**src/rtl/nvp_pkg.sv**
```systemverilog
package nvp_pkg;
  localparam int CTL_OFF  = 0;
  localparam int CTL_PEN  = 1;
  localparam int CTL_PAR  = 2;
  localparam int CTL_GO   = 3;
  localparam int CTL_BUSY = 6;
  localparam int CTL_W    = 8;
endpackage

```
**src/rtl/nvp_col_bank.sv**
```systemverilog
module nvp_col_bank #(
  parameter int ROW_W  = 3,
  parameter int DATA_W = 8
) (
  input  logic              clk,
  input  logic              we,
  input  logic [ROW_W-1:0]  waddr,
  input  logic [DATA_W-1:0] wdata,
  input  logic [ROW_W-1:0]  raddr,
  output logic [DATA_W-1:0] rdata_q
);
  localparam int DEPTH = 1 << ROW_W;

  logic [DATA_W-1:0] mem [DEPTH];

  initial begin
    for (int i = 0; i < DEPTH; i++) mem[i] = '0;
  end

  always_ff @(posedge clk) begin
    if (we) mem[waddr] <= wdata;
    rdata_q <= mem[raddr];
  end
endmodule

```
**src/rtl/nvp_row_latch.sv**
```systemverilog
module nvp_row_latch #(
  parameter int COL_W  = 3,
  parameter int ROW_W  = 3,
  parameter int DATA_W = 8
) (
  input  logic                                clk,
  input  logic                                rst,
  input  logic                                lat_en,
  input  logic                                clear,
  input  logic [ROW_W-1:0]                    row_in,
  input  logic [COL_W-1:0]                    col_in,
  input  logic [DATA_W-1:0]                   wdata,
  output logic [(1<<COL_W)-1:0]               valid,
  output logic [ROW_W-1:0]                    row_q,
  output logic [(1<<COL_W)-1:0][DATA_W-1:0]   data_q,
  output logic                                any_valid
);
  localparam int NB = 1 << COL_W;

  logic accept;

  assign any_valid = |valid;
  assign accept    = lat_en && (!any_valid || row_in == row_q);

  always_ff @(posedge clk) begin
    if (rst) begin
      valid  <= '0;
      row_q  <= '0;
      data_q <= '0;
    end else if (clear) begin
      valid <= '0;
    end else if (accept) begin
      row_q          <= row_in;
      valid[col_in]  <= 1'b1;
      data_q[col_in] <= wdata;
    end
  end

  logic unused_nb;
  assign unused_nb = (NB == 0);
endmodule

```
**src/rtl/nvp_ctl_reg.sv**
```systemverilog
module nvp_ctl_reg
  import nvp_pkg::*;
#(
  parameter int PROG_CYCLES = 16
) (
  input  logic              clk,
  input  logic              rst,
  input  logic              ctl_wr,
  input  logic [3:0]        wbits,
  input  logic              byte_fire,
  input  logic              commit_ok,
  output logic              off,
  output logic              pen,
  output logic              par,
  output logic              busy,
  output logic              done,
  output logic              commit,
  output logic [CTL_W-1:0]  ctl_rdata
);
  localparam int CNT_W = $clog2(PROG_CYCLES + 1);

  logic             go;
  logic [CNT_W-1:0] cnt;

  assign commit = ctl_wr && !busy && wbits[CTL_GO] && wbits[CTL_PAR] &&
                  wbits[CTL_PEN] && !wbits[CTL_OFF] && commit_ok;

  always_ff @(posedge clk) begin
    if (rst) begin
      off  <= 1'b0;
      pen  <= 1'b0;
      par  <= 1'b0;
      go   <= 1'b0;
      busy <= 1'b0;
      done <= 1'b0;
      cnt  <= '0;
    end else begin
      done <= 1'b0;
      if (busy) begin
        if (cnt == '0) begin
          busy <= 1'b0;
          go   <= 1'b0;
          done <= 1'b1;
        end else begin
          cnt <= cnt - 1'b1;
        end
      end else begin
        if (ctl_wr) begin
          off <= wbits[CTL_OFF];
          pen <= wbits[CTL_PEN];
          par <= wbits[CTL_PAR];
          go  <= commit;
        end
        if (commit || byte_fire) begin
          busy <= 1'b1;
          cnt  <= CNT_W'(PROG_CYCLES - 1);
        end
      end
    end
  end

  always_comb begin
    ctl_rdata = '0;
    if (busy) begin
      ctl_rdata[CTL_BUSY] = 1'b1;
    end else begin
      ctl_rdata[CTL_OFF] = off;
      ctl_rdata[CTL_PEN] = pen;
      ctl_rdata[CTL_PAR] = par;
      ctl_rdata[CTL_GO]  = go;
    end
  end
endmodule

```
**src/rtl/nvp_page_ctrl.sv**
```systemverilog
module nvp_page_ctrl
  import nvp_pkg::*;
#(
  parameter int ADDR_W      = 6,
  parameter int COL_W       = 3,
  parameter int DATA_W      = 8,
  parameter int PROG_CYCLES = 16
) (
  input  logic              clk,
  input  logic              rst,
  input  logic              bank_sel,
  input  logic              arr_rd,
  input  logic              arr_wr,
  input  logic [ADDR_W-1:0] arr_addr,
  input  logic              ctl_wr,
  input  logic [DATA_W-1:0] wdata,
  output logic [DATA_W-1:0] rdata,
  output logic [CTL_W-1:0]  ctl_rdata,
  output logic              busy,
  output logic              done
);
  localparam int ROW_W = ADDR_W - COL_W;
  localparam int NB    = 1 << COL_W;

  logic [COL_W-1:0] col;
  logic [ROW_W-1:0] rowa;
  logic             off, pen, par, commit;
  logic             acc, byte_fire, lat_en, rd_ok;
  logic             rd_ok_q;
  logic [COL_W-1:0] col_q;

  logic [NB-1:0]              lat_valid;
  logic [ROW_W-1:0]           lat_row;
  logic [NB-1:0][DATA_W-1:0]  lat_data;
  logic                       lat_any;
  logic [DATA_W-1:0]          bank_q [NB];

  assign col       = arr_addr[COL_W-1:0];
  assign rowa      = arr_addr[ADDR_W-1:COL_W];
  assign acc       = bank_sel && !off && !busy;
  assign byte_fire = arr_wr && !ctl_wr && acc && pen && !par;
  assign lat_en    = arr_wr && !ctl_wr && acc && pen && par;
  assign rd_ok     = arr_rd && acc;

  nvp_ctl_reg #(.PROG_CYCLES(PROG_CYCLES)) ctl_i (
    .clk       (clk),
    .rst       (rst),
    .ctl_wr    (ctl_wr),
    .wbits     (wdata[3:0]),
    .byte_fire (byte_fire),
    .commit_ok (bank_sel && lat_any),
    .off       (off),
    .pen       (pen),
    .par       (par),
    .busy      (busy),
    .done      (done),
    .commit    (commit),
    .ctl_rdata (ctl_rdata)
  );

  nvp_row_latch #(.COL_W(COL_W), .ROW_W(ROW_W), .DATA_W(DATA_W)) lat_i (
    .clk       (clk),
    .rst       (rst),
    .lat_en    (lat_en),
    .clear     (commit),
    .row_in    (rowa),
    .col_in    (col),
    .wdata     (wdata),
    .valid     (lat_valid),
    .row_q     (lat_row),
    .data_q    (lat_data),
    .any_valid (lat_any)
  );

  for (genvar c = 0; c < NB; c++) begin : g_col
    logic              we;
    logic [ROW_W-1:0]  wa;
    logic [DATA_W-1:0] wd;

    assign we = (byte_fire && col == COL_W'(c)) || (commit && lat_valid[c]);
    assign wa = byte_fire ? rowa  : lat_row;
    assign wd = byte_fire ? wdata : lat_data[c];

    nvp_col_bank #(.ROW_W(ROW_W), .DATA_W(DATA_W)) bank_i (
      .clk     (clk),
      .we      (we),
      .waddr   (wa),
      .wdata   (wd),
      .raddr   (rowa),
      .rdata_q (bank_q[c])
    );
  end

  always_ff @(posedge clk) begin
    if (rst) begin
      rd_ok_q <= 1'b0;
      col_q   <= '0;
    end else begin
      rd_ok_q <= rd_ok;
      col_q   <= col;
    end
  end

  assign rdata = rd_ok_q ? bank_q[col_q] : '0;
endmodule

```
**config.mk**
```make
export PLATFORM = sky130hd
export DESIGN_NAME = nvp_page_ctrl
export DESIGN_NICKNAME = d
export VERILOG_FILES = /design/src/rtl/nvp_pkg.sv /design/src/rtl/nvp_col_bank.sv /design/src/rtl/nvp_row_latch.sv /design/src/rtl/nvp_ctl_reg.sv /design/src/rtl/nvp_page_ctrl.sv
export SDC_FILE = /design/constraint.sdc
export NUM_CORES = 1
export LEC_CHECK = 0
export ABC_AREA = 1
export CAP_MARGIN = 20
export CORE_MARGIN = 2
export CORE_UTILIZATION = 40
export CTS_BUF_LIST = sky130_fd_sc_hd__clkbuf_16
export DETAILED_ROUTE_END_ITERATION = 10
export RECOVER_POWER = 50
export SLEW_MARGIN = 20
export SYNTH_ARGS = -nofsm -noshare
export SYNTH_HDL_FRONTEND = slang
export SYNTH_SLANG_ARGS = --single-unit
```
**constraint.sdc**
```tcl
create_clock -name clk -period 2.7 [get_ports clk]
set_clock_uncertainty 0.2 [all_clocks]
set_input_delay 0.54 -clock clk [delete_from_list [all_inputs] [get_ports clk]]
set_output_delay 0.54 -clock clk [all_outputs]
set_load 0.05 [all_outputs]
```
# Yosys cells after proc, flatten, opt, wreduce, memory -nomap -nowiden
# Memories as Yosys holds them, arrays and structs flattened. A register that Yosys moved wholly into a read port is not among the register bits.
# Index checks and enable logic that the tools add are counted.
# totals
reg_bits,90
ramBits,512
input_bits,20
out_inout_bits,18
word_cells,151
mem_count,8
# memory_table
memory,words,word_bits,read_ports,rd_ports_with_merged_regs,wr,line,source
g_col[0].bank_i.mem,8,8,1,1,1,nvp_col_bank.sv:14,logic [DATA_W-1:0] mem [DEPTH];
g_col[1].bank_i.mem,8,8,1,1,1,nvp_col_bank.sv:14,
g_col[2].bank_i.mem,8,8,1,1,1,nvp_col_bank.sv:14,
g_col[3].bank_i.mem,8,8,1,1,1,nvp_col_bank.sv:14,
g_col[4].bank_i.mem,8,8,1,1,1,nvp_col_bank.sv:14,
g_col[5].bank_i.mem,8,8,1,1,1,nvp_col_bank.sv:14,
+2 memories,--,--,--,--,--,--,
# op_classes
add_sub_neg,1
magnitude_cmp,3
n_eq_ne,10
mux,46
bitwise_logic,4
n_reduce_logical,60
# ops
op,count
8-bit two-way mux,12
64-bit bitwise mux,1
1-bit logical AND,33
1-bit two-way mux,25
8-bit binary-select mux with 3-bit select,1
8-bit demux with 3-bit select,1
5-bit two-way mux,3
"3-bit equality test, second input constant",4
1-bit logical OR,10
8-bit OR,1
2-bit AND reduction,4
8-bit OR reduction,1
"3-bit by 2-bit equality test with 1-bit output, second input constant",2
1-bit zero test,6
5-bit zero test,1
"5-bit by 1-bit subtractor with 5-bit output, second input constant",1
"4-bit greater-or-equal comparator, second input constant",1
"3-bit by 4-bit less-than comparator with 1-bit output, second input constant",1
4-bit two-way mux,1
"2-bit != test, second input constant",2
3-bit inverter with 4-bit output,1
2-bit nonzero test,2
2-bit OR reduction,2
1-bit demux with 3-bit select,1
6 further kinds,7

# Logic depth before layout (Yosys ltp)
# logic_depth
depth_word,11
mapped_depth,12
ltp_nobuf,10

# Modules after synthesis
# From an unflattened synthesis, not the netlist that was laid out.
# unflattened
hier_cells,3415
hier_area_um2,30315.3
# modules_own_cells
module,n_inst,cells_per_inst,area_per_inst_um2,seq_area_each_um2
nvp_col_bank,8,303,3050.4,2082.0
nvp_row_latch,1,496,3425.8,1501.4
nvp_page_ctrl,1,415,1889.3,80.1
nvp_ctl_reg,1,80,596.8,220.2

# Worst setup path before layout
# No wires, ideal clock.
# synth_timing
path_type,register to register
from,register ctl_i.busy
to,"memory g_col[0].bank_i.mem[2][0], enable pin"
setup_time_ps,370
arrival_ps,1977
required_ps,2130
path_slack_ps,153
path_stages_with_launch,10
n_path_buf,1
synth_period_minus_slack_ps,2547
path_cell_list,dfxtp_1 inv_2 nand3_4 nor2_4 nand2_4 buf_6 nand2_1 o21ai_2 nand3_2 nor2_1
# synth_between
elab_chain_cells,11
word_cells_on_any_way,17
classes_between,mux (3); reduce/logical (14)
# synth_rtl
item,line,source
"start, declared",nvp_ctl_reg.sv:15,"output logic busy,"
"start signal, assigned",nvp_ctl_reg.sv:34,busy <= 1'b0;
"start signal, assigned",nvp_ctl_reg.sv:41,busy <= 1'b0;
"start signal, assigned",nvp_ctl_reg.sv:55,busy <= 1'b1;
1-bit zero test (*),"nvp_ctl_reg.sv:25, nvp_page_ctrl.sv:40",
1-bit logical AND (4 in series),nvp_ctl_reg.sv:25,assign commit = ctl_wr && !busy && wbits[CTL_GO] && wbits[CTL_PAR] &&
1-bit logical AND (2 in series),nvp_ctl_reg.sv:26,wbits[CTL_PEN] && !wbits[CTL_OFF] && commit_ok;
1-bit logical AND,nvp_page_ctrl.sv:80,assign we = (byte_fire && col == COL_W'(c)) || (commit && lat_valid[c]);
1-bit logical OR,nvp_page_ctrl.sv:80,
1-bit two-way mux,nvp_col_bank.sv:21,if (we) mem[waddr] <= wdata;
1-bit two-way mux (not written as such),nvp_col_bank.sv:21,
"end, declared",nvp_col_bank.sv:14,
# Mark *: on every way between the ends. The rest lies on a longest branch, timed or not.

# Worst setup path in the final report
# layout_timing
from,register col_q[0]
to,output rdata[0]
# layout_between
elab_chain_cells,5
# layout_rtl
item,line,source
"start, declared",nvp_page_ctrl.sv:30,logic [COL_W-1:0] col_q;
"start signal, assigned",nvp_page_ctrl.sv:100,col_q <= col;
3-bit inverter with 4-bit output (not written as such),nvp_page_ctrl.sv:104,assign rdata = rd_ok_q ? bank_q[col_q] : '0;
8-bit binary-select mux with 3-bit select,nvp_page_ctrl.sv:104,
8-bit two-way mux (not written as such) (2 in series),nvp_page_ctrl.sv:104,
8-bit two-way mux,nvp_page_ctrl.sv:104,
"end, declared",nvp_page_ctrl.sv:17,"output logic [DATA_W-1:0] rdata,"
# No other way between the ends. The select of a mux whose other input is x is not followed.

==> results.rst <==
.. list-table::
   :header-rows: 1

   * - Metric
     - Value
   * - Run status
     - complete, but fails checks
   * - Failing checks
     - capacitance limit, slew limit, setup timing
   * - Max-slew violation count
     - 165
   * - Kind of cell with the highest combined delay on the critical path
     - buffers and inverters
   * - RSZ-0062 raised after global routing
     - true
   * - Simple-gate area share of the yosys netlist
     - 14.5%
   * - Number of global-route vias before repair
     - 18100
   * - Count of buffering cells on the critical path with inverters included
     - 3
   * - Share of the cycle needed by the critical path after routing
     - 107%
   * - Met1 Track Usage GR
     - 29.3%
   * - Most crowded layer after global routing
     - met2
   * - Area Overhead vs Synth
     - 20.4%
   * - Number of standard-cell rows in the floorplan
     - 94
   * - Overall global routing resource usage
     - 20.4%
   * - Met2 Usage GRT
     - 31.4%
   * - Reg clk slew, reported paths
     - 0.06 ns
   * - Sinks on the clock net
     - 666
   * - Placed instance count
     - 3485
   * - Relative slew margins
     - -15.3%
   * - Total power
     - 21600 uW
   * - Total congestion overflow after global routing
     - 0
   * - Proportion of netlist area held by the largest area contributor
     - 57.6%
   * - Main combinational cell family by area after synthesis
     - simple AND/OR/NAND/NOR gates
   * - Clock tree from TritonCTS
     - built
   * - Via count normalized by instance count
     - 5.24
   * - Maximum frequency from static timing analysis
     - 346 MHz
   * - Top-level port count
     - 38
   * - Iter 0 DRT Violations
     - 1753
   * - Finish-stage setup viols
     - 201
   * - DRC viols
     - 0
   * - Largest stage delay on the critical path
     - 0.39 ns
   * - Count of state elements after synthesis
     - 666
   * - Average routed wire per standard cell
     - 19.9 um
   * - Initial standard-cell utilization of the core
     - 40.5%
   * - Number of instances in the synthesized netlist
     - 2472
   * - Top cells by instance count after synthesis
     - sky130_fd_sc_hd__nor2_1 (652), sky130_fd_sc_hd__edfxtp_1 (512), sky130_fd_sc_hd__o21ai_0 (367)
   * - Number of nets at the end of the flow
     - 2728
   * - Share of synthesized registers carrying an async set or reset
     - 0%
   * - Mux cell area share after synthesis
     - 0.300%
   * - Xor/xnor cell area share of the yosys netlist
     - 0.0328%
   * - Share of synthesized cell area in full adder, half adder and majority cells
     - 0.0469%
   * - Signal arrival time at the worst endpoint
     - 2.15 ns
   * - Via count
     - 19000
   * - Class of the tightest hold or removal check
     - register to register
   * - Max IR drop VDD
     - 0.495 mV
   * - Detailed-route wire length
     - 72000 um
   * - Number of failing hold endpoints at the final stage
     - 0
   * - Filler-free cell count of the finished design
     - 3622
   * - H-tree depth reported by CTS
     - 3
   * - Leak pwr
     - 0.0118 uW
   * - Least-Margin Pin Slew
     - 1.73 ns
   * - MaxCap Viol Count
     - 1
   * - CP Cell Sequence
     - buf_6 > clkbuf_16 > mux2i_4 > o22ai_4 > nor2_2 > nor2_2 > buf_6
   * - Full die area
     - 68800 um2
   * - Total half-perimeter wirelength after legalization and detailed placement
     - 46100 um
   * - Port Buffers
     - 34
   * - Top_reg_cell synth
     - sky130_fd_sc_hd__edfxtp_1
   * - Warning count from the yosys run
     - 0
   * - CP required
     - 1.96 ns
   * - Fraction of final layout cells with drive strength greater than 1
     - 16.3%
   * - Worst Reg-to-Reg Cells
     - 9
   * - Core ar.
     - 65900 um2
   * - Power density of the placed cells
     - 671 nW/um2
   * - Top area cells in the synthesized netlist
     - sky130_fd_sc_hd__edfxtp_1 (58%), sky130_fd_sc_hd__dfxtp_1 (12%), sky130_fd_sc_hd__nor2_1 (9.2%)
   * - Type of element capturing the critical path
     - output port
   * - Sequential share of the synthesized area
     - 69.2%
   * - Buffer depth of the longest clock path
     - 3
   * - Final critical-path setup slack
     - -0.190 ns
   * - Largest net degree at the start of global routing
     - 165
   * - Worst Hold Path Cells
     - 2
   * - Initial antenna violation count
     - 1
   * - Die height
     - 262 um
   * - Count of different cell masters after synthesis
     - 32
   * - Mean cell area of the mapped netlist
     - 10.8 um2
   * - Number of antenna diodes
     - 0
   * - Shortest clock period the worst path allows after layout
     - 2.89 ns
   * - Clock buffers created by TritonCTS
     - 69
   * - CTS root buffer
     - sky130_fd_sc_hd__clkbuf_16
   * - Cell at the slowest stage of the critical path
     - sky130_fd_sc_hd__dfxtp_4
   * - Routing usage on met3
     - 3.61%
   * - Layout filler cell count
     - 5939
   * - Type of element launching the critical path
     - register
   * - Die width
     - 262 um
   * - Number of flops mapped to enable cells by yosys
     - 512
   * - Number of nets still failing antenna checks after routing
     - 0
   * - Netlist area before placement
     - 26700 um2
   * - Biggest area consumer among synthesized cells
     - sky130_fd_sc_hd__edfxtp_1
   * - Most repeated cell in the gate-level netlist after synthesis
     - sky130_fd_sc_hd__nor2_1
   * - Wire length of the first global-routing pass
     - 108000 um
   * - Last weighted congestion value of the routability-driven placer
     - 0.911
   * - Fraction of the mapped netlist area in compound gates
     - 10.7%
   * - Highest net fanout along the worst path
     - 5
   * - Worst setup path category
     - register to output port
   * - Worst skew pair latency
     - 0.60 ns
   * - DR pass1 iterations
     - 6
   * - Register-to-register setup slack
     - 0.05 ns
   * - Total number of cells along the worst setup path
     - 7
==> state kept, by name, summed over array words and instances (netlist names), 3 cells and up <==
register / count
lat_i.data_q: 64
lat_i.valid: 8
g_col.bank_i.mem: 512
col_q: 3
lat_i.row_q: 3
ctl_i.cnt: 5
g_col.bank_i.rdata_q: 64
==> per-layer routing <==
layer  wire [um]  vias to the layer above
li1            -                     9016
met1       31900                     9134
met2       32600                      678
met3        5500                      134
met4        2030                        2
met5          12                        -
==> worst paths after layout <==
path,startpoint,to
setup / recovery,col_q[0]$_SDFF_PP0_,rdata[0]
hold reg to reg,ctl_i.cnt[4]$_SDFFE_PP0P_,ctl_i.cnt[4]$_SDFFE_PP0P_
hold / removal,ctl_i.cnt[4]$_SDFFE_PP0P_,ctl_i.cnt[4]$_SDFFE_PP0P_
setup reg to reg,ctl_i.busy$_SDFF_PP0_,g_col[7].bank_i.mem[2][3]$_DFFE_PP_
==> area by class of cell <==
| class | instances | area, um2 | area share [%] |
|---|---|---|---|
| flip-flops and latches | 666 | 18500 | 57.4 |
| inverters | 188 | 723 | 2.25 |
| repair buffers | 310 | 2630 | 8.18 |
| clock buffers | 74 | 1850 | 5.76 |
| well taps | 864 | 1080 | 3.36 |
| clock inverters | 48 | 343 | 1.07 |
| multi-input cells | 1472 | 7050 | 21.9 |
==> report_power, final <==
group | total (uW) | internal, uW | switching, uW | leakage, uW
clock network | 9250 | 5410 | 3840 | 0.00112
registers | 11100 | 11000 | 62.6 | 0.00600
logic | 1240 | 429 | 807 | 0.00468
==> cell families after synthesis <==
group                      count (synthesis)
adders and majority gates                  1
xor gates and xnor gates                   1
other                                      1
buffers and inverters                    336
AOI/OAI and AO/OA                        531
muxes                                      8
and+or+nand+nor                          928
DFF                                      666
==> tightest hold or removal path, stage by stage, from the launching register on <==
cell and delay, ns:
sky130_fd_sc_hd__dfxtp_1 0.31, sky130_fd_sc_hd__nand2_1 0.06, sky130_fd_sc_hd__a21oi_1 0.04
==> layout by cell type (no fill, tap or decap), drive strengths merged <==
cell and instances:
nand3 33, buf 246, mux2i 8, dlygate4sd3 5
dlygate4sd2 6, xnor2 1, edfxtp 512, clkinvlp 3
clkbuf 114, nor3 1, nor2 654, ha 1
a31oi 64, clkdlybuf4s50 13, conb 3, dfxtp 154
nand2 174, clkinv 35, a21oi 14, nand4 66
inv 193, bufinv 5, o21ai 374, o22ai 79
==> metrics by stage <==
step | setup slack [ns] | hold WS, ns | util (%) | setup TNS [ns] | area (um2)
floorplan | 0.153 | 0.221 | - | 0 | 26700
global placement | -0.433 | 0.228 | 45.1 | -277.35 | 29700
detailed placement | -0.502 | 0.248 | 45.1 | -325.24 | 29700
CTS | -0.139 | 0.256 | 48.7 | -0.803 | 32100
global route | -0.244 | 0.277 | 48.8 | -36.69 | 32100
finish | -0.190 | 0.254 | 48.8 | -10.90 | 32100
==> repair_timing <==
action,CTS,global route
endpoints found under the setup margin,14,8
hold buffers,0,0
setup buffers,0,10
gates cloned,0,5
gates resized for setup,53,58
pin swaps,10,14
No activity file was read; power rests on OpenSTA's default activity.
